## config.mk

```make
export PLATFORM = sky130hd
export DESIGN_NAME = pwm_pc_dual
export DESIGN_NICKNAME = d
export VERILOG_FILES = /design/src/rtl/pwm_pc_pkg.sv /design/src/rtl/pwm_regbank.sv /design/src/rtl/pwm_updown_ctr.sv /design/src/rtl/pwm_chan.sv /design/src/rtl/pwm_pc_dual.sv
export SDC_FILE = /design/constraint.sdc
export NUM_CORES = 1
export LEC_CHECK = 0
export ABC_AREA = 1
export BUFFER_PORTS_ARGS = -buffer_cell sky130_fd_sc_hd__buf_2
export CORE_MARGIN = 8
export CORE_UTILIZATION = 50
export CTS_BUF_LIST = sky130_fd_sc_hd__clkbuf_16
export DETAILED_ROUTE_END_ITERATION = 6
export PLACE_DENSITY = 0.78
export SLEW_MARGIN = 20
export SYNTH_ARGS = -nofsm -noshare
export SYNTH_HDL_FRONTEND = slang
export SYNTH_SLANG_ARGS = --single-unit
```

## constraint.sdc

```tcl
create_clock -name clk -period 2.24 [get_ports clk]
set_clock_uncertainty 0.2 [all_clocks]
set_input_delay 0.336 -clock clk [delete_from_list [all_inputs] [get_ports clk]]
set_output_delay 0.336 -clock clk [all_outputs]
set_load 0.05 [all_outputs]
```

## src/rtl/pwm_pc_pkg.sv

```systemverilog
package pwm_pc_pkg;

  typedef enum logic [1:0] {
    PWM_OFF  = 2'b00,
    PWM_RES8 = 2'b01,
    PWM_RES9 = 2'b10,
    PWM_RES10 = 2'b11
  } pwm_mode_e;

  // control register field positions
  localparam int CTL_MODE_LSB = 0;
  localparam int CTL_POL_LSB  = 2;

  // address of the control register; channel c uses 1+2c (low) and 2+2c (high)
  localparam int ADDR_CTL = 0;

endpackage

```

## src/rtl/pwm_regbank.sv

```systemverilog
module pwm_regbank
  import pwm_pc_pkg::*;
#(
  parameter int DATA_W = 8,
  parameter int CNT_W  = 10,
  parameter int ADDR_W = 3,
  parameter int N_CH   = 2
) (
  input  logic                           clk,
  input  logic                           rst_n,
  input  logic                           wr_en,
  input  logic [ADDR_W-1:0]              wr_addr,
  input  logic [DATA_W-1:0]              wr_data,
  output pwm_mode_e                      mode_o,
  output logic [N_CH-1:0]                pol_o,
  output logic [N_CH-1:0][CNT_W-1:0]     hold_o
);

  localparam int HI_W = CNT_W - DATA_W;

  logic ctl_sel;
  assign ctl_sel = wr_en && (wr_addr == ADDR_W'(ADDR_CTL));

  always_ff @(posedge clk) begin
    if (!rst_n) begin
      mode_o <= PWM_OFF;
      pol_o  <= '0;
    end else if (ctl_sel) begin
      mode_o <= pwm_mode_e'(wr_data[CTL_MODE_LSB +: 2]);
      pol_o  <= wr_data[CTL_POL_LSB +: N_CH];
    end
  end

  for (genvar c = 0; c < N_CH; c++) begin : g_hold
    localparam int LO_ADDR = 1 + 2 * c;
    localparam int HI_ADDR = 2 + 2 * c;
    logic [DATA_W-1:0] lo_q;
    logic [HI_W-1:0]   hi_q;

    always_ff @(posedge clk) begin
      if (!rst_n) begin
        lo_q <= '0;
        hi_q <= '0;
      end else if (wr_en) begin
        if (wr_addr == ADDR_W'(LO_ADDR)) lo_q <= wr_data;
        if (wr_addr == ADDR_W'(HI_ADDR)) hi_q <= wr_data[HI_W-1:0];
      end
    end

    assign hold_o[c] = {hi_q, lo_q};
  end

endmodule

```

## src/rtl/pwm_updown_ctr.sv

```systemverilog
module pwm_updown_ctr
  import pwm_pc_pkg::*;
#(
  parameter int CNT_W   = 10,
  parameter int RES_MIN = 8
) (
  input  logic             clk,
  input  logic             rst_n,
  input  pwm_mode_e        mode_i,
  output logic [CNT_W-1:0] cnt_o,
  output logic             up_o,
  output logic [CNT_W-1:0] peak_o,
  output logic             at_peak_o
);

  logic [CNT_W:0] span;

  // peak = 2^(RES_MIN-1+mode) - 1, zero when disabled
  always_comb begin
    if (mode_i == PWM_OFF) begin
      span = '0;
    end else begin
      span = ((CNT_W+1)'(1) << (RES_MIN - 1 + int'(mode_i))) - (CNT_W+1)'(1);
    end
  end

  assign peak_o    = span[CNT_W-1:0];
  assign at_peak_o = (mode_i != PWM_OFF) && up_o && (cnt_o == peak_o);

  always_ff @(posedge clk) begin
    if (!rst_n || mode_i == PWM_OFF) begin
      cnt_o <= '0;
      up_o  <= 1'b1;
    end else if (up_o) begin
      if (cnt_o >= peak_o) begin
        cnt_o <= peak_o;
        up_o  <= 1'b0;
      end else begin
        cnt_o <= cnt_o + 1'b1;
      end
    end else begin
      if (cnt_o == '0) begin
        up_o <= 1'b1;
      end else begin
        cnt_o <= cnt_o - 1'b1;
      end
    end
  end

endmodule

```

## src/rtl/pwm_chan.sv

```systemverilog
module pwm_chan #(
  parameter int CNT_W = 10
) (
  input  logic             clk,
  input  logic             rst_n,
  input  logic             run_i,
  input  logic             pol_i,
  input  logic [CNT_W-1:0] hold_i,
  input  logic [CNT_W-1:0] cnt_i,
  input  logic             up_i,
  input  logic [CNT_W-1:0] peak_i,
  input  logic             at_peak_i,
  output logic [CNT_W-1:0] act_o,
  output logic             pwm_o
);

  logic [CNT_W-1:0] masked;
  logic [CNT_W-1:0] legal;
  logic             hit;

  always_comb begin
    masked = hold_i & peak_i;
    if (masked == '0)          legal = CNT_W'(1);
    else if (masked >= peak_i) legal = peak_i - 1'b1;
    else                       legal = masked;
  end

  assign hit = (cnt_i == (act_o & peak_i));

  always_ff @(posedge clk) begin
    if (!rst_n) begin
      act_o <= CNT_W'(1);
    end else if (at_peak_i) begin
      act_o <= legal;
    end
  end

  always_ff @(posedge clk) begin
    if (!rst_n || !run_i) begin
      pwm_o <= 1'b0;
    end else if (hit) begin
      pwm_o <= up_i ? pol_i : ~pol_i;
    end
  end

endmodule

```

## src/rtl/pwm_pc_dual.sv

```systemverilog
module pwm_pc_dual
  import pwm_pc_pkg::*;
#(
  parameter int DATA_W  = 8,
  parameter int RES_MIN = 8,
  parameter int ADDR_W  = 3,
  parameter int N_CH    = 2
) (
  input  logic              clk,
  input  logic              rst_n,
  input  logic              wr_en,
  input  logic [ADDR_W-1:0] wr_addr,
  input  logic [DATA_W-1:0] wr_data,
  output logic [N_CH-1:0]   pwm_out
);

  localparam int CNT_W = RES_MIN + 2;

  pwm_mode_e                    mode_q;
  logic [N_CH-1:0]              pol_q;
  logic [N_CH-1:0][CNT_W-1:0]   hold_q;
  logic [N_CH-1:0][CNT_W-1:0]   act_cmp;
  logic [CNT_W-1:0]             cnt_q;
  logic [CNT_W-1:0]             cnt_peak;
  logic                         cnt_up;
  logic                         at_peak;

  pwm_regbank #(
    .DATA_W(DATA_W), .CNT_W(CNT_W), .ADDR_W(ADDR_W), .N_CH(N_CH)
  ) u_regs (
    .clk(clk), .rst_n(rst_n), .wr_en(wr_en), .wr_addr(wr_addr), .wr_data(wr_data),
    .mode_o(mode_q), .pol_o(pol_q), .hold_o(hold_q)
  );

  pwm_updown_ctr #(
    .CNT_W(CNT_W), .RES_MIN(RES_MIN)
  ) u_ctr (
    .clk(clk), .rst_n(rst_n), .mode_i(mode_q),
    .cnt_o(cnt_q), .up_o(cnt_up), .peak_o(cnt_peak), .at_peak_o(at_peak)
  );

  for (genvar c = 0; c < N_CH; c++) begin : g_ch
    pwm_chan #(.CNT_W(CNT_W)) u_chan (
      .clk(clk), .rst_n(rst_n), .run_i(mode_q != PWM_OFF), .pol_i(pol_q[c]),
      .hold_i(hold_q[c]), .cnt_i(cnt_q), .up_i(cnt_up), .peak_i(cnt_peak),
      .at_peak_i(at_peak), .act_o(act_cmp[c]), .pwm_o(pwm_out[c])
    );
  end

endmodule

```

==> qor.csv <==
metric,value,unit
status,"complete, no violations",
viasPerCell,5.22,
grt_pass1_wl,15100,microns
synth_common_cells,"nand2_1, nor2_1, dfxtp_1",
tritoncts,done,
num_rows,31,
synthCells,557,
critPathSlowestCell,dfxtp_2,
synth_area_leaders,"dfxtp_1, nand2_1, nor2_1, a21oi_1, ha_1",
portBuffers,15,
post_cts_buffers,0,
clk_path_buf_depth,2,
p_leak,0.00181,uW
synthAdderAreaFrac,0.0592,
ys_warn_count,0,
swShare,0.290,
drt-initial-drc-count,324,
first_global_vias,3245,
cts_root_buf,clkbuf_16,
grt.total_usage,0.187,
power_frac_clock,0.462,
switchingPower,783,uW
critPathLaunch,u_regs.mode_o[0],
muxShareOfSynthArea,0,
startpoint_type,register,
syn-num-nets,588,
powerDensity,641,nW/um^2
synth_seq_cells,57,
numPlacedInstances,671,
antenna_found_initial,0,
vdd_drop_max,0.000390,V
fin_ws,0.0495,ns
grt_start_max_net_pins,25,
yosys.area.top_type,dfxtp_1,
synth_most_common_cell,nand2_1,
async_flop_share,0,
drive_gt1_frac,0.138,
relSlewSlack,0.676,
dp_slack,-0.0173,ns
wl_per_cell,13.5,microns
finalHoldViolCount,0,
crit_path_end,u_ctr.cnt_o[6],
crit_required,2.31,ns
cpMostUsedCell,nand2_1,
cap_viol_max_count,0,
synth_top_family_by_area,simple AND/OR/NAND/NOR gates,
yosysUniqueCellTypes,32,
die_y,101,microns
tightest_slew,0.481,ns
setup_violations,0,
drt_first_pass_iters,5,
p_int,1920,uW
critical_path.max_fanout,7,
fin_cells,687,
start_util,0.506,
postSynthAreaPerCell,6.45,sq um
synth_ff_type,dfxtp_1,
ios,16,
worstSetupPathType,register to register,
ant_nets,0,
rsz0062_at_grt,yes,
crit_path_end_kind,register,
clock_sinks,57,
gr-total-overflow,0,
synthSimpleGateAreaFrac,0.351,
nFillCells,635,
reg2reg_to,u_ctr.cnt_o[6],
cts_buffers,9,
drc,0,
synth_top_area_frac,0.318,
synth_xor_area_frac,0.0561,
clk_latency,0.33,ns
clkTransAtPathRegs,0.06,ns
p_seq_frac,0.391,
gp_congestion,0.958,
total_power,2700,uW
area_growth,17.2,%
clock.fmax,457,MHz
nets,614,
fin_crit_sh,0.978,
vias,3586,
antennaDiodeCount,0,
r2r-start,u_regs.mode_o[0],
cp_cell_sequence,inv_2 -> ha_4 -> ha_1 -> nand2_1 -> nand2_1 -> a21oi_2 -> nand3_4 -> nor2_4 -> nand2_1 -> nand3_1 -> nand2_1 -> inv_1,
placeableCoreArea,7100,sq um
holdCritPathClass,input pin to register,
comb_power_share,0.148,
critPathArrivalTime,2.26,ns
routed_wl,9240,microns
r2r_cells,12,
die_w,101,microns
synth_compound_area_frac,0.125,
dp_hpwl,6760,microns
max_stage_delay,0.35,ns
slew_violations,0,
seq_area_frac_synth,0.318,
syn_area,3590,sq um
htreeDepth,3,
dieArea,10200,sq um
reg2reg_slack,0.05,ns
fin_crit,2.19,ns
synth_enable_flop_cells,0,
==> per-stage QoR <==
step,cell area (sq um),utilization,hold WS (ns),setup TNS [ns]
after floorplan,3620,-,0.234,0
after global placement,3840,0.541,0.250,0
after detailed placement,3840,0.541,0.257,-0.0298
after CTS,4130,0.581,0.0856,-0.0610
after global routing,4210,0.593,0.0967,-0.452
final,4210,0.593,0.0786,0
==> repair_timing <==
action | in CTS | in global routing
gates resized for setup | 3 | 21
endpoints found under the setup margin | 12 | 32
hold buffers | 0 | 0
pin swaps | 1 | 5
endpoints found under the hold margin | 0 | 0
==> placed cells by master, fill, tap and decap left out, types with 6 or more instances in the layout <==
cell	synthesis	final
buf_2	2	15
inv_1	55	53
xor2_1	23	23
nor2_4	2	6
nand2_1	165	161
dfxtp_1	57	56
a21oi_1	44	43
o21ai_0	40	40
clkbuf_16	0	9
nand4_1	11	11
ha_1	17	14
buf_4	3	17
nor2_1	60	58
nand3_1	40	37
==> power by group through the flow <==
stage | Clock, uW | Sequential (uW) | Combinational (uW)
floorplan | 0 | 1070 | 270
global placement | 0 | 1080 | 343
detailed placement | 0 | 1080 | 352
CTS | 1250 | 1050 | 361
global route | 1300 | 1060 | 443
finish | 1250 | 1060 | 399
==> worst min-delay path by stage <==
stage,startpoint,to,slack [ns],depth (start not counted)
after floorplan,u_regs.g_hold[1].hi_q[1],u_regs.g_hold[1].hi_q[1],0.23,2
after global placement,u_regs.g_hold[1].hi_q[1],u_regs.g_hold[1].hi_q[1],0.25,2
after detailed placement,u_regs.g_hold[1].lo_q[2],u_regs.g_hold[1].lo_q[2],0.26,2
after CTS,wr_data[5],u_regs.g_hold[0].lo_q[5],0.09,3
after global routing,wr_data[7],u_regs.g_hold[0].lo_q[7],0.1,3
final,wr_data[7],u_regs.g_hold[0].lo_q[7],0.08,3
==> worst max-delay path, delay by kind of cell, from the launching register on <==
kind                     cells  cell delay (ns)
AO/OA/AOI/OAI                1             0.24
adder cells (fa/ha/maj)      2             0.50
buffers and inverters        2             0.12
flip-flops                   1             0.35
AND/OR/NAND/NOR              7             0.72
==> state kept, by name, summed over array words and instances, names as in the netlist <==
signal              flops
g_ch.u_chan.act_o      20
g_ch.u_chan.pwm_o       2
u_ctr.cnt_o            10
u_ctr.up_o              1
u_regs.g_hold.hi_q      4
u_regs.g_hold.lo_q     16
u_regs.mode_o           2
u_regs.pol_o            2
==> kinds of logic (layout without fill, tap and decap cells) <==
logic type | Yosys count | after routing
buffers and inverters | 77 | 108
XOR/XNOR | 23 | 23
adder cells (fa/ha/maj) | 17 | 17
AND/OR/NAND/NOR | 295 | 295
AO/OA/AOI/OAI | 88 | 88
flip-flops | 57 | 57
==> cell type report <==
type,count,area (sq um),area share
Clock inverter,7,46.3,0.0110
Clock buffer,9,225,0.0535
Tap cell,99,124,0.0294
Sequential cell,57,1140,0.271
Multi-Input combinational cell,423,2240,0.531
Inverter,60,233,0.0553
Timing Repair Buffer,32,203,0.0481
==> layer usage <==
layer	GRT usage	share of wire	vias up
met3	0.0421	0.051	24
met5	0	0	-
met4	0.0802	0.030	0
met2	0.302	0.47	125
met1	0.233	0.45	1594
li1	-	-	1843
No activity file was read; power rests on OpenSTA's default activity.
